`config.mk`:
```
export PLATFORM = sky130hd
export DESIGN_NAME = i2c_baud_gen
export DESIGN_NICKNAME = d
export VERILOG_FILES = /design/src/rtl/i2cbr_pkg.sv /design/src/rtl/i2cbr_cfg.sv /design/src/rtl/i2cbr_pow2.sv /design/src/rtl/i2cbr_lin.sv /design/src/rtl/i2cbr_phase.sv /design/src/rtl/i2c_baud_gen.sv
export SDC_FILE = /design/constraint.sdc
export NUM_CORES = 1
export LEC_CHECK = 0
export BUFFER_PORTS_ARGS = -buffer_cell sky130_fd_sc_hd__buf_2
export CORE_MARGIN = 2
export CORE_UTILIZATION = 59
export CTS_CLUSTER_SIZE = 14
export DETAILED_ROUTE_END_ITERATION = 8
export PLACE_DENSITY_LB_ADDON = 0.08
export SLEW_MARGIN = 20
export SYNTH_ARGS = -nofsm -noshare
export SYNTH_HDL_FRONTEND = slang
export SYNTH_SLANG_ARGS = --single-unit
```
`constraint.sdc`:
```
create_clock -name clk -period 4.7 [get_ports clk]
set_input_delay 0.94 -clock clk [delete_from_list [all_inputs] [get_ports clk]]
set_output_delay 0.94 -clock clk [all_outputs]
set_load 0.03 [all_outputs]
```
`src/rtl/i2cbr_pkg.sv`:
```
package i2cbr_pkg;

    // Oversample ticks per SCL period and the split points inside it
    localparam int OVS_DEF     = 10;
    localparam int LOW_DEF     = 5;
    localparam int CHG_PH_DEF  = 2;
    localparam int SMP_PH_DEF  = 7;

    // Bits needed to count n states
    function automatic int cnt_bits(input int n);
        return (n <= 2) ? 1 : $clog2(n);
    endfunction

endpackage

```
`src/rtl/i2cbr_cfg.sv`:
```
module i2cbr_cfg #(
    parameter int             CFG_W   = 7,
    parameter logic [CFG_W-1:0] CFG_DEF = 7'h44
) (
    input  logic             clk,
    input  logic             rst_n,
    input  logic             soft_rst,
    input  logic             wr_en,
    input  logic [CFG_W-1:0] wr_data,
    input  logic             bus_idle,
    output logic [CFG_W-1:0] active
);

    typedef struct packed {
        logic [CFG_W-1:0] pend;
        logic [CFG_W-1:0] act;
    } cfg_st_t;

    cfg_st_t s_d, s_q;

    always_comb begin
        s_d = s_q;
        if (wr_en) begin
            s_d.pend = wr_data;
        end
        if (bus_idle) begin
            s_d.act = wr_en ? wr_data : s_q.pend;
        end
        if (soft_rst) begin
            s_d.pend = CFG_DEF;
            s_d.act  = CFG_DEF;
        end
    end

    always_ff @(posedge clk or negedge rst_n) begin
        if (!rst_n) begin
            s_q <= '{pend: CFG_DEF, act: CFG_DEF};
        end else begin
            s_q <= s_d;
        end
    end

    assign active = s_q.act;

endmodule

```
`src/rtl/i2cbr_pow2.sv`:
```
module i2cbr_pow2 #(
    parameter int N_W = 3
) (
    input  logic           clk,
    input  logic           rst_n,
    input  logic           clr,
    input  logic [N_W-1:0] expo,
    output logic           step
);

    localparam int PRE_W = (1 << N_W) - 1;

    typedef struct packed {
        logic [PRE_W-1:0] cnt;
    } pre_st_t;

    pre_st_t s_d, s_q;
    logic [PRE_W-1:0] lim;

    // 2^expo - 1 as a run of low ones
    assign lim  = ~({PRE_W{1'b1}} << expo);
    assign step = !clr && (s_q.cnt == lim);

    always_comb begin
        s_d = s_q;
        if (clr || step) begin
            s_d.cnt = '0;
        end else begin
            s_d.cnt = s_q.cnt + 1'b1;
        end
    end

    always_ff @(posedge clk or negedge rst_n) begin
        if (!rst_n) begin
            s_q <= '0;
        end else begin
            s_q <= s_d;
        end
    end

endmodule

```
`src/rtl/i2cbr_lin.sv`:
```
module i2cbr_lin #(
    parameter int M_W = 4
) (
    input  logic           clk,
    input  logic           rst_n,
    input  logic           clr,
    input  logic           step_in,
    input  logic [M_W-1:0] mult,
    output logic           tick
);

    typedef struct packed {
        logic [M_W-1:0] cnt;
    } lin_st_t;

    lin_st_t s_d, s_q;

    assign tick = step_in && (s_q.cnt == mult);

    always_comb begin
        s_d = s_q;
        if (clr || tick) begin
            s_d.cnt = '0;
        end else if (step_in) begin
            s_d.cnt = s_q.cnt + 1'b1;
        end
    end

    always_ff @(posedge clk or negedge rst_n) begin
        if (!rst_n) begin
            s_q <= '0;
        end else begin
            s_q <= s_d;
        end
    end

endmodule

```
`src/rtl/i2cbr_phase.sv`:
```
module i2cbr_phase #(
    parameter int OVS    = 10,
    parameter int LOW    = 5,
    parameter int CHG_PH = 2,
    parameter int SMP_PH = 7
) (
    input  logic clk,
    input  logic rst_n,
    input  logic clr,
    input  logic tick,
    output logic scl,
    output logic chg_stb,
    output logic smp_stb,
    output logic per_end
);

    localparam int PH_W = i2cbr_pkg::cnt_bits(OVS);
    localparam logic [PH_W-1:0] PH_LAST = PH_W'(OVS - 1);
    localparam logic [PH_W-1:0] PH_LOW  = PH_W'(LOW);
    localparam logic [PH_W-1:0] PH_CHG  = PH_W'(CHG_PH);
    localparam logic [PH_W-1:0] PH_SMP  = PH_W'(SMP_PH);

    typedef struct packed {
        logic [PH_W-1:0] ph;
    } ph_st_t;

    ph_st_t s_d, s_q;

    assign scl     = clr || (s_q.ph >= PH_LOW);
    assign chg_stb = tick && (s_q.ph == PH_CHG);
    assign smp_stb = tick && (s_q.ph == PH_SMP);
    assign per_end = tick && (s_q.ph == PH_LAST);

    always_comb begin
        s_d = s_q;
        if (clr || per_end) begin
            s_d.ph = '0;
        end else if (tick) begin
            s_d.ph = s_q.ph + 1'b1;
        end
    end

    always_ff @(posedge clk or negedge rst_n) begin
        if (!rst_n) begin
            s_q <= '0;
        end else begin
            s_q <= s_d;
        end
    end

endmodule

```
`src/rtl/i2c_baud_gen.sv`:
```
module i2c_baud_gen #(
    parameter int                   M_W     = 4,
    parameter int                   N_W     = 3,
    parameter logic [M_W+N_W-1:0]   CFG_DEF = 7'h44,
    parameter int                   OVS     = i2cbr_pkg::OVS_DEF,
    parameter int                   LOW     = i2cbr_pkg::LOW_DEF,
    parameter int                   CHG_PH  = i2cbr_pkg::CHG_PH_DEF,
    parameter int                   SMP_PH  = i2cbr_pkg::SMP_PH_DEF
) (
    input  logic               clk,
    input  logic               rst_n,
    input  logic               soft_rst,
    input  logic               cfg_we,
    input  logic [M_W+N_W-1:0] cfg_wdata,
    input  logic               run,
    output logic [M_W+N_W-1:0] cfg_active,
    output logic               tick,
    output logic               scl_o,
    output logic               sda_chg_stb,
    output logic               sda_smp_stb,
    output logic               period_end
);

    localparam int CFG_W = M_W + N_W;

    logic           clr;
    logic           pre_step;
    logic [M_W-1:0] mult;
    logic [N_W-1:0] expo;

    assign clr  = !run || soft_rst;
    assign mult = cfg_active[CFG_W-1:N_W];
    assign expo = cfg_active[N_W-1:0];

    i2cbr_cfg #(.CFG_W(CFG_W), .CFG_DEF(CFG_DEF)) u_cfg (
        .clk     (clk),
        .rst_n   (rst_n),
        .soft_rst(soft_rst),
        .wr_en   (cfg_we),
        .wr_data (cfg_wdata),
        .bus_idle(!run),
        .active  (cfg_active)
    );

    i2cbr_pow2 #(.N_W(N_W)) u_pow2 (
        .clk  (clk),
        .rst_n(rst_n),
        .clr  (clr),
        .expo (expo),
        .step (pre_step)
    );

    i2cbr_lin #(.M_W(M_W)) u_lin (
        .clk    (clk),
        .rst_n  (rst_n),
        .clr    (clr),
        .step_in(pre_step),
        .mult   (mult),
        .tick   (tick)
    );

    i2cbr_phase #(.OVS(OVS), .LOW(LOW), .CHG_PH(CHG_PH), .SMP_PH(SMP_PH)) u_phase (
        .clk    (clk),
        .rst_n  (rst_n),
        .clr    (clr),
        .tick   (tick),
        .scl    (scl_o),
        .chg_stb(sda_chg_stb),
        .smp_stb(sda_smp_stb),
        .per_end(period_end)
    );

endmodule

```
# Word level (Yosys, flattened, before mapping)

Index checks and enable logic that the tools add are counted.

Bits in registers: 29
Output and inout port bits: 12

Add/sub/neg operators: 3
$lt $le $gt $ge: 1
Eq/ne operators: 6
Shifts and indexed selects: 1
Mux-type cells: 8
Bitwise logic cells: 1
Reductions and logical operators: 14

Operator list:

| operator                                                              | number |
|---|---|
| 7-bit two-way mux                                                     | 3 |
| 4-bit two-way mux                                                     | 4 |
| 14-bit two-way mux                                                    | 1 |
| 4-bit by 1-bit adder with 4-bit output, second input constant         | 2 |
| 7-bit by 1-bit adder with 7-bit output, second input constant         | 1 |
| 7-bit == test                                                         | 1 |
| 7-bit NOT                                                             | 1 |
| 7-bit by 3-bit << shifter with 7-bit output, first input constant     | 1 |
| 1-bit logical AND                                                     | 5 |
| 1-bit logical OR                                                      | 5 |
| 4-bit by 2-bit == test with 1-bit output, second input constant       | 1 |
| 4-bit by 3-bit == test with 1-bit output, second input constant       | 1 |
| 4-bit == test                                                         | 1 |
| 4-bit == test, second input constant                                  | 1 |
| 4-bit by 3-bit >= comparator with 1-bit output, second input constant | 1 |
| 2-bit nonzero test                                                    | 2 |
| 1-bit zero test                                                       | 2 |
| 2-bit != test, second input constant                                  | 1 |

# Depth between registers and ports, before layout

Gate-level depths: netlist of the first run.

Depth in word-level cells: 8
Depth in mapped cells: 7
Gate-level depth less buffers: 6

# Hierarchy

Synthesis of the first run repeated with hierarchy kept, for this count alone.

Cell total of the unflattened synthesis: 158
Area, all modules: 1696.6 µm²

By module, submodules not included:

| module       | instances | cells each | area an instance (µm²) |
|---|---|---|---|
| i2cbr_cfg    | 1         | 53         | 611.8 |
| i2cbr_pow2   | 1         | 45         | 501.7 |
| i2cbr_phase  | 1         | 34         | 294.0 |
| i2cbr_lin    | 1         | 24         | 279.0 |
| i2c_baud_gen | 1         | 2          | 10.0 |

# Worst setup path before layout of the first run

Ideal clock, no wire load.

Kind: input-to-output
From: input run
To: output sda_smp_stb
Data arrival time: 2.638 ns
Slack: 1.122 ns
Stages: 7
Cell sequence: buf_2 nand2b_1 clkbuf_1 nor2_1 and2_1 nand4_2 nor3_1

Longest elaborated chain between the ends: 6

Ends and longest elaborated chain:

| what              | RTL line           | RTL |
|---|---|---|
| start, declared   | i2c_baud_gen.sv:15 | `input logic run,` |
| 1-bit zero test   | -                  |  |
| 1-bit logical OR  | i2c_baud_gen.sv:31 | `assign clr = !run \|\| soft_rst;` |
| 1-bit zero test   | i2cbr_pow2.sv:22   | `assign step = !clr && (s_q.cnt == lim);` |
| 1-bit logical AND | i2cbr_pow2.sv:22   |  |
| 1-bit logical AND | i2cbr_lin.sv:18    | `assign tick = step_in && (s_q.cnt == mult);` |
| 1-bit logical AND | i2cbr_phase.sv:31  | `assign smp_stb = tick && (s_q.ph == PH_SMP);` |
| end, declared     | i2c_baud_gen.sv:20 | `output logic sda_smp_stb,` |

Every way passes these cells.

# Final worst setup path of the first run

From: input soft_rst
To: output sda_chg_stb

Longest elaborated chain between the ends: 5

Ends and longest elaborated chain:

| what              | RTL line           | RTL |
|---|---|---|
| start, declared   | i2c_baud_gen.sv:12 | `input logic soft_rst,` |
| 1-bit logical OR  | i2c_baud_gen.sv:31 |  |
| 1-bit zero test   | i2cbr_pow2.sv:22   |  |
| 1-bit logical AND | i2cbr_pow2.sv:22   |  |
| 1-bit logical AND | i2cbr_lin.sv:18    |  |
| 1-bit logical AND | i2cbr_phase.sv:30  | `assign chg_stb = tick && (s_q.ph == PH_CHG);` |
| end, declared     | i2c_baud_gen.sv:19 | `output logic sda_chg_stb,` |

Every way passes these cells.

==> impl_metrics.json, run 1 <==
{
  "place_area_um2": 1860,
  "syn-num-nets": 206,
  "clock_skew_ns": 0.00413,
  "wl_um": 3620,
  "crit_chain": "buf_2 -> nand2b_1 -> nor2_1 -> and2_1 -> nand4_2 -> nor4b_2 -> buf_2",
  "fp-row-count": 20,
  "cts_root_buf": "clkbuf_4",
  "vdd_drop_max_uv": 184,
  "power_density_nw_per_um2": 265,
  "synth-edff-count": 0,
  "n_antenna_cell": 0,
  "syn2layout_area_growth_pct": 5.46,
  "antenna_found_initial": 0,
  "firstDrtPassIters": 4,
  "ys.flop_type": "dfrtp_1",
  "clk_pin_slew_ns": 0.09,
  "seq_power_share": 0.524,
  "crit_required_ns": 3.76,
  "grt_usage": 0.236,
  "yosys_warnings": 0,
  "grt_pass1_wl_um": 6210,
  "drive_gt1_frac": 0.235,
  "post-dp-hpwl_um": 2580,
  "muxShareOfSynthArea": 0.0437,
  "synthSimpleGateAreaFrac": 0.248,
  "synth_compound_area_frac": 0.145,
  "final_area_um2": 1930,
  "vias_per_cell": 6.17,
  "setup-violations-final": 0,
  "die_w_um": 59.7,
  "worst_pin_slew_ns": 0.871,
  "syn_area_um2": 1830,
  "finalHoldViolCount": 0,
  "p_int_w": 0.000368,
  "die_h_um": 59.7,
  "wl_per_cell_um": 15.6,
  "leakage_nw": 0.887,
  "worstSkewPairLatency_ns": 0.33,
  "cap_violations": 0,
  "criticalPathCategory": "input port to output port",
  "p_switching_w": 0.000145,
  "switching_share": 0.282,
  "synthAdderAreaFrac": 0.0410,
  "clockPowerShare": 0.343,
  "synth_largest_area_cell": "dfrtp_1",
  "synth_top_family_by_area": "simple AND/OR/NAND/NOR gates",
  "reg2reg_from": "u_cfg.active[6]",
  "setup-tns-final_ns": 0,
  "core_area_um2": 3000,
  "crit_family": "simple AND/OR/NAND/NOR gates",
  "ys_ff_latch": 29,
  "synth_common_cells": "dfrtp_1, nand2_1, nor2_1",
  "cp_slowest_cell": "nor2_1",
  "run_status": "complete, no violations",
  "yosys.cell_count.top_type": "dfrtp_1",
  "yosysTopAreaCellShare": 0.341,
  "drv_slew": 0,
  "clock.fmax_ghz": 0.286,
  "drc": 0,
  "crit_path_end_kind": "output port",
  "slew_headroom": 0.418,
  "ys_top_cells_by_area": "dfrtp_1, dfstp_2, mux2i_1",
  "cts_tree": "yes",
  "cts_setup_buffers": 0,
  "htreeDepth": 2,
  "fin_crit_sh": 0.745,
  "io_pins": 24,
  "hp-class": "flop to flop",
  "critPathMaxFanout": 14,
  "syn_area_per_cell_um2": 9.75,
  "cts_hold_buf": 0,
  "rsz0062_at_grt": "no",
  "seq_area_frac_synth": 0.399,
  "ys_async_sr_fraction": 1.00,
  "final.min_clock_period_ns": 3.50,
  "grt_max_degree": 30,
  "min_from": "u_cfg.active[3]",
  "power_frac_comb": 0.133,
  "crit_buf_inv": 2,
  "cp_slowest_stage_delay_ns": 0.34,
  "nets": 217,
  "cts_resized": 0,
  "worstSetupStartpoint": "soft_rst",
  "syn_inst": 188,
  "ant_nets": 0,
  "drtIter0Drc": 80,
  "place.gp.congestion": 0.817,
  "grt_overflow": 0,
  "io_buffers": 23,
  "cts_buffer_depth": 2,
  "dieArea_um2": 3570,
  "crit_arrival_ns": 2.56,
  "cts_buffers": 5,
  "grt_pass1_vias": 1357,
  "yosys.area_share.xor_xnor": 0.0430,
  "synth.lib_cells_used.distinct": 47,
  "path_common_cell": "buf_2",
  "worstSetupStartpointType": "input port",
  "start_util": 0.610,
  "num_vias": 1438,
  "cts.sinks": 29
}
placed cells by master, fill, tap and decap left out, types with 3 or more instances in the layout:
cell type | netlist | layout
nand3_1 | 9 | 9
xor2_1 | 7 | 7
o31ai_1 | 8 | 8
ha_1 | 6 | 6
nand2_1 | 18 | 18
mux2i_1 | 8 | 8
a21oi_1 | 6 | 6
nor2b_1 | 4 | 4
nor2_1 | 14 | 14
inv_1 | 4 | 4
dfstp_2 | 4 | 4
dfrtp_1 | 25 | 25
nor3_1 | 10 | 10
clkbuf_4 | 0 | 5
a211o_1 | 3 | 3
nand4_1 | 5 | 5
buf_2 | 1 | 23
state kept, by name, indices dropped and copies added, names as in the netlist:
register,flops
u_phase.s_q,4
u_lin.s_q,4
u_cfg.s_q,7
u_cfg.active,7
u_pow2.s_q,7
final timing paths:
check	end	slack, ns	depth (start not counted)
worst max-delay path	sda_chg_stb	1.20	7
worst min-delay path	u_cfg.active[3]	0.53	2
worst max register to register	u_lin.s_q[3]	2.63	5
worst min register to register	u_cfg.active[3]	0.53	2
max in group asynchronous	u_cfg.s_q[12]	3.67	1
min in group asynchronous	u_cfg.s_q[7]	0.62	1
kinds of logic (layout without fill, tap and decap cells):
group / Yosys count / in the layout
simple gates: 79 / 79
compound gates: 33 / 33
flops: 29 / 29
buf+inv: 24 / 36
xor+xnor: 9 / 9
mux: 8 / 8
fa+ha+maj: 6 / 6
worst min-delay path, stage by stage (launching register included):
cell,delay [ns]
dfrtp_1,0.39
nand2_1,0.06
o31ai_1,0.06
final cells by class:
| cell class | instances | area, um^2 |
|---|---|---|
| Clock buffer | 7 | 65.1 |
| Clock inverter | 1 | 5.00 |
| Fill cell | 272 | 1070 |
| Inverter | 4 | 15.0 |
| Multi-Input combinational cell | 135 | 953 |
| Sequential cell | 29 | 731 |
| Tap cell | 33 | 41.3 |
| Timing Repair Buffer | 24 | 123 |
power by group through the flow:
| stage | registers (W) | clock network, W | logic (W) |
|---|---|---|---|
| 6_report | 0.000269 | 0.000176 | 0.0000683 |
| 5_1_grt | 0.000270 | 0.000190 | 0.0000759 |
| 4_1_cts | 0.000269 | 0.000180 | 0.0000684 |
| 3_5_place_dp | 0.000273 | 0 | 0.0000682 |
| 3_3_place_gp | 0.000273 | 0 | 0.0000669 |
| 2_1_floorplan | 0.000268 | 0 | 0.0000585 |
stage by stage:
stage                     setup WS (ns)  total power, W   util  std cells  hold WS (ns)
after floorplan                    1.12        0.000326      -        188         0.481
after global placement             1.32        0.000340  0.620        225         0.504
after detailed placement           1.20        0.000341  0.620        225         0.517
after CTS                          1.20        0.000517  0.644        233         0.540
after global routing               1.02        0.000536  0.644        233         0.579
final                              1.20        0.000513  0.644        233         0.534
metal layers:
metal  share of wire  global-route usage  wire length [um]
met5               0                   0                 0
met4           0.019               0.117                70
met3           0.046              0.0455               165
met2            0.48               0.356              1730
met1            0.46               0.325              1660
Note: power is estimated with default switching activity, not from simulation.
==> run 2, diff against run 1 <==
--- a/config.mk
+++ b/config.mk
@@ -5,9 +5,10 @@
 export SDC_FILE = /design/constraint.sdc
 export NUM_CORES = 1
 export LEC_CHECK = 0
+export ABC_AREA = 1
 export BUFFER_PORTS_ARGS = -buffer_cell sky130_fd_sc_hd__buf_2
 export CORE_MARGIN = 2
-export CORE_UTILIZATION = 59
+export CORE_UTILIZATION = 51
 export CTS_CLUSTER_SIZE = 14
 export DETAILED_ROUTE_END_ITERATION = 8
 export PLACE_DENSITY_LB_ADDON = 0.08
==> constraint.sdc (replaced) <==
create_clock -name clk -period 3.05 [get_ports clk]
set_input_delay 0.61 -clock clk [delete_from_list [all_inputs] [get_ports clk]]
set_output_delay 0.61 -clock clk [all_outputs]
set_load 0.03 [all_outputs]
==> run 2 against run 1 <==
Net effect: cell count rose by 25%; final area fell by 3.9%; clock skew rose by 0.0093 ns; flip-flop and latch count did not move; via count fell by 3.6%; synthesized cell count rose by 20%; die area rose by 6.5%; count of clock-buffer cells in the layout fell by 1; critical path type is now flop to output port; largest cell class unchanged; highest routed layer unchanged.
==> impl_metrics.json, run 2 <==
{
  "p_switching_w": 0.000226,
  "reg2reg_from": "u_cfg.active[2]",
  "seq_power_share": 0.556,
  "ant_nets": 0,
  "cts.sinks": 29,
  "path_common_cell": "nand2_1",
  "cp_slowest_stage_delay_ns": 0.67,
  "cts_setup_buffers": 0,
  "die_h_um": 61.7,
  "dieArea_um2": 3800,
  "post-dp-hpwl_um": 2400,
  "crit_path_end_kind": "output port",
  "rsz0062_at_grt": "no",
  "drv_slew": 0,
  "finalHoldViolCount": 0,
  "clock_skew_ns": 0.0134,
  "post-place-ws_ns": 0.444,
  "run_status": "complete, no violations",
  "worstSetupStartpointType": "flop",
  "n_antenna_cell": 0,
  "setup-violations-final": 0,
  "antenna_found_initial": 0,
  "final.min_clock_period_ns": 2.73,
  "final_cell_mix": "nand2_1, nor2_1, dfrtp_1, inv_1, buf_2",
  "criticalPathCategory": "flop to output port",
  "critPathMaxFanout": 12,
  "synth_common_cells": "nand2_1, nor2_1, dfrtp_1",
  "leakage_nw": 0.974,
  "synth_largest_area_cell": "dfrtp_1",
  "core_area_um2": 3100,
  "wl_per_cell_um": 11.1,
  "ys.flop_type": "dfrtp_1",
  "cts_buffers": 5,
  "clock.fmax_ghz": 0.367,
  "cp_slowest_cell": "dfstp_2",
  "setup-tns-final_ns": 0,
  "crit_required_ns": 2.44,
  "place_area_um2": 1810,
  "synth-edff-count": 0,
  "p_int_w": 0.000524,
  "power_frac_comb": 0.147,
  "final_common_cell": "nand2_1",
  "cts_hold_buf": 0,
  "hp-class": "input port to asynchronous set/reset pin",
  "r2r_setup_slack_ns": 1.32,
  "htreeDepth": 2,
  "vias_per_cell": 4.75,
  "syn_area_um2": 1700,
  "cts_tree": "yes",
  "clk_pin_slew_ns": 0.10,
  "crit_chain": "nand2_2 -> o21ai_1 -> nand2_1 -> nor2_2 -> nand3_4 -> nor2_4 -> nand2_1 -> nor2_1 -> buf_2",
  "grt_overflow": 0,
  "fp-row-count": 20,
  "power_density_nw_per_um2": 404,
  "drive_gt1_frac": 0.185,
  "firstDrtPassIters": 4,
  "vdd_drop_max_uv": 261,
  "grt_max_degree": 30,
  "yosys_warnings": 0,
  "yosys.cell_count.top_type": "nand2_1",
  "switching_share": 0.302,
  "cts_buffer_depth": 2,
  "crit_family": "simple AND/OR/NAND/NOR gates",
  "io_buffers": 23,
  "cts_root_buf": "clkbuf_4",
  "reg2reg_depth": 11,
  "worstSkewPairLatency_ns": 0.34,
  "syn_area_per_cell_um2": 7.54,
  "r2r_end": "u_phase.s_q[3]",
  "worst_slack_ns": 0.322,
  "die_w_um": 61.7,
  "yosysTopAreaCellShare": 0.369,
  "ys_top_cells_by_area": "dfrtp_1, nand2_1, nor2_1",
  "io_pins": 24,
  "place.gp.congestion": 0.848,
  "syn_inst": 225,
  "start_util": 0.546,
  "grt_usage": 0.192,
  "fin_cells": 292,
  "syn-num-nets": 243,
  "drc": 0,
  "fin_crit_sh": 0.894,
  "clockPowerShare": 0.297,
  "grt_pass1_wl_um": 5210,
  "drtIter0Drc": 59,
  "seq_area_frac_synth": 0.431,
  "nets": 265,
  "wl_um": 3230,
  "num_vias": 1386,
  "slew_headroom": 0.571,
  "final_area_um2": 1860,
  "crit_arrival_ns": 2.12,
  "cts_resized": 0,
  "dp.cells": 284,
  "utilization": 0.598,
  "syn2layout_area_growth_pct": 9.52,
  "crit_buf_inv": 1,
  "ys_ff_latch": 29,
  "cap_violations": 0,
  "worst_pin_slew_ns": 0.644,
  "grt_pass1_vias": 1223,
  "synth.lib_cells_used.distinct": 23,
  "ys_async_sr_fraction": 1.00
}
==> run 2: changes by cell type after synthesis, moves of 6 or more <==
cell      delta
clkbuf_1     -6
inv_1       +19
mux2i_1      -8
nand2_1     +47
nand3_1      +8
nor2_1      +16
nor3_1       -9
o21ai_0     +11
o31ai_1      -8
==> run 2: layer usage <==
layer	part of all wire	GRT usage
met1	0.51	0.259
met2	0.44	0.286
met4	0.016	0.0821
met3	0.038	0.0567
met5	0	0
==> run 2: area by class of cell <==
type                       instances  area [um^2]
timing repair buffer              23          115
inverter                          27          101
sequential                        29          731
clock buffer                       6         41.3
clock inverter                     2         10.0
tap                               44         55.1
fill                             317         1250
multi-input combinational        161          803
==> run 2: power by group through the flow <==
stage          registers [W]  logic (W)  clock network [W]
2_1_floorplan       0.000418  0.0000903                  0
3_5_place_dp        0.000424   0.000111                  0
3_3_place_gp        0.000424   0.000110                  0
4_1_cts             0.000417   0.000112           0.000227
6_report            0.000417   0.000111           0.000222
5_1_grt             0.000420   0.000125           0.000242
==> run 2: worst max-delay path by stage <==
| stage | from | to | slack [ns] | cells past startpoint |
|---|---|---|---|---|
| floorplan | soft_rst | period_end | 0.44 | 9 |
| global placement | soft_rst | sda_chg_stb | 0.49 | 11 |
| detailed placement | soft_rst | period_end | 0.44 | 11 |
| CTS | u_cfg.active[2] | period_end | 0.33 | 9 |
| global route | u_cfg.active[2] | sda_chg_stb | 0.16 | 9 |
| finish | u_cfg.active[2] | period_end | 0.32 | 9 |
==> run 2: cell families after synthesis <==
| family | Yosys count | share of synthesized area |
|---|---|---|
| AND/OR/NAND/NOR | 128 | 0.328 |
| XOR/XNOR | 9 | 0.0465 |
| flip-flops | 29 | 0.431 |
| buffers and inverters | 35 | 0.0952 |
| AO/OA/AOI/OAI | 18 | 0.0546 |
| adder cells (fa/ha/maj) | 6 | 0.0443 |
==> run 2: per-stage QoR <==
| stage | hold slack (ns) | power, W |
|---|---|---|
| 5_1_grt | 0.334 | 0.000787 |
| 4_1_cts | 0.312 | 0.000756 |
| 3_5_place_dp | 0.479 | 0.000536 |
| 3_3_place_gp | 0.481 | 0.000535 |
| 2_1_floorplan | 0.314 | 0.000508 |
| 6_report | 0.292 | 0.000750 |
==> run 3, diff against run 2 <==
--- a/config.mk
+++ b/config.mk
@@ -5,14 +5,15 @@
 export SDC_FILE = /design/constraint.sdc
 export NUM_CORES = 1
 export LEC_CHECK = 0
-export ABC_AREA = 1
+export ABC_AREA = 0
 export BUFFER_PORTS_ARGS = -buffer_cell sky130_fd_sc_hd__buf_2
+export CAP_MARGIN = 10
 export CORE_MARGIN = 2
-export CORE_UTILIZATION = 51
+export CORE_UTILIZATION = 52
 export CTS_CLUSTER_SIZE = 14
 export DETAILED_ROUTE_END_ITERATION = 8
 export PLACE_DENSITY_LB_ADDON = 0.08
-export SLEW_MARGIN = 20
+export SLEW_MARGIN = 0
 export SYNTH_ARGS = -nofsm -noshare
 export SYNTH_HDL_FRONTEND = slang
 export SYNTH_SLANG_ARGS = --single-unit
==> run 3 against run 2 <==
Net effect: die area grew 5.6%; global-route usage grew 1.7 points; critical endpoint is now sda_chg_stb; final area grew 6.1%.
==> impl_metrics.json, run 3 (same netlist as run 1, synthesis figures left out) <==
{
  "run_status": "complete, no violations",
  "multiInputGateArea_um2": 963,
  "power_frac_comb": 0.143,
  "start_util": 0.545,
  "place.gp.congestion": 0.828,
  "p_switching_w": 0.000220,
  "criticalPathCategory": "flop to output port",
  "worst_pin_slew_ns": 0.635,
  "drtIter0Drc": 58,
  "cts_hold_buf": 0,
  "dieArea_um2": 4020,
  "cts_root_buf": "clkbuf_4",
  "cts_buffers": 5,
  "wl_per_cell_um": 15.0,
  "final-seq-area_um2": 731,
  "grt_pass1_vias": 1386,
  "clock.fmax_ghz": 0.350,
  "cap_violations": 0,
  "vias_per_cell": 5.65,
  "antenna_found_initial": 0,
  "reg2reg_depth": 5,
  "ant_nets": 0,
  "clk_pin_slew_ns": 0.10,
  "cts.sinks": 29,
  "grt_max_degree": 30,
  "power_density_nw_per_um2": 391,
  "grt_usage": 0.209,
  "firstDrtPassIters": 4,
  "fin_crit_sh": 0.936,
  "post-dp-hpwl_um": 2630,
  "worstSetupStartpointType": "flop",
  "critPathMaxFanout": 10,
  "num_vias": 1406,
  "final.min_clock_period_ns": 2.86,
  "syn2layout_area_growth_pct": 7.51,
  "core_area_um2": 3360,
  "seq_power_share": 0.536,
  "finalHoldViolCount": 0,
  "final_common_cell": "dfrtp_1",
  "slew_headroom": 0.577,
  "final_cell_mix": "dfrtp_1, buf_2, nand2_1, nor2_1, nor3_1",
  "switching_share": 0.285,
  "crit_path_end_kind": "output port",
  "num-fill-cells": 311,
  "n_antenna_cell": 0,
  "drive_gt1_frac": 0.246,
  "wl_um": 3740,
  "die_w_um": 63.4,
  "cts_tree": "yes",
  "grt_overflow": 0,
  "die_h_um": 63.4,
  "fp-row-count": 21,
  "whs_ns": 0.275,
  "drv_slew": 0,
  "post-place-ws_ns": 0.434,
  "cts_buffer_depth": 2,
  "vdd_drop_max_uv": 250,
  "io_pins": 24,
  "crit_required_ns": 2.44,
  "htreeDepth": 2,
  "setup-violations-final": 0,
  "worstSkewPairLatency_ns": 0.34,
  "io_buffers": 23,
  "grt_pass1_wl_um": 6490,
  "nets": 220,
  "drc": 0,
  "p_int_w": 0.000551,
  "clockPowerShare": 0.320,
  "hp-class": "input port to asynchronous set/reset pin",
  "crit_arrival_ns": 2.25,
  "utilization": 0.586,
  "worst_slack_ns": 0.195,
  "leakage_nw": 0.897,
  "clock_skew_ns": 0.0185
}
## run 3: cell count changes in the layout (fill, tap and decap cells not counted), moves of 8 or more
cell | before | now
o21ai_0 | 11 | 0
mux2i_1 | 0 | 8
nand3_1 | 17 | 9
nor2_1 | 30 | 14
nand2_1 | 65 | 18
nor3_1 | 1 | 10
inv_1 | 23 | 4
o31ai_1 | 0 | 8
## run 3: per-layer routing
metal  part of all wire  GRT usage  wire [um]
met2               0.49      0.355       1830
met1               0.45      0.252       1700
met3              0.039     0.0518        147
met4              0.018     0.0842         68
met5                  0          0          0
## run 3: worst max-delay path, stage by stage (launching register included)
cell,delay [ns]
dfrtp_1,0.54
nor4b_4,0.25
a31oi_1,0.10
a21oi_2,0.29
nand4_2,0.20
nor4b_2,0.28
buf_2,0.23
## run 3: repair_timing
item / in CTS / in global routing
setup buffers: 0 / 0
resized for setup: 0 / 2
endpoints found under the setup margin: 0 / 1
## run 3: worst paths after layout
path                            startpoint               to  slack (ns)
max                        u_cfg.active[1]      sda_chg_stb        0.19
min                                  rst_n   u_phase.s_q[3]        0.28
max in group asynchronous            rst_n  u_cfg.active[3]        2.34
min in group clk             u_cfg.s_q[10]    u_cfg.s_q[10]        0.53
min reg2reg                  u_cfg.s_q[10]    u_cfg.s_q[10]        0.53
max reg2reg                u_cfg.active[2]     u_lin.s_q[3]        1.05
## run 3: area by class of cell
class | instances | area share
inverters | 4 | 0.00762
multi-input cells | 135 | 0.489
repair buffers | 27 | 0.0737
flip-flops and latches | 29 | 0.371
clock buffers | 8 | 0.0298
well taps | 46 | 0.0292
## run 3: power by group through the flow
| stage | clock network, W | logic [W] | registers, W |
|---|---|---|---|
| 2_1_floorplan | 0 | 0.0000902 | 0.000413 |
| 3_3_place_gp | 0 | 0.000107 | 0.000419 |
| 3_5_place_dp | 0 | 0.000109 | 0.000420 |
| 4_1_cts | 0.000255 | 0.000110 | 0.000413 |
| 5_1_grt | 0.000275 | 0.000123 | 0.000416 |
| 6_report | 0.000247 | 0.000110 | 0.000413 |
## run 3: per-stage QoR
| stage | total power, W | cells | area [um^2] | setup TNS [ns] |
|---|---|---|---|---|
| finish | 0.000771 | 249 | 1970 | 0 |
| global route | 0.000814 | 249 | 1970 | -0.0138 |
| CTS | 0.000778 | 249 | 1960 | 0 |
| detailed placement | 0.000530 | 241 | 1900 | 0 |
| global placement | 0.000527 | 241 | 1900 | 0 |
| floorplan | 0.000503 | 188 | 1830 | 0 |
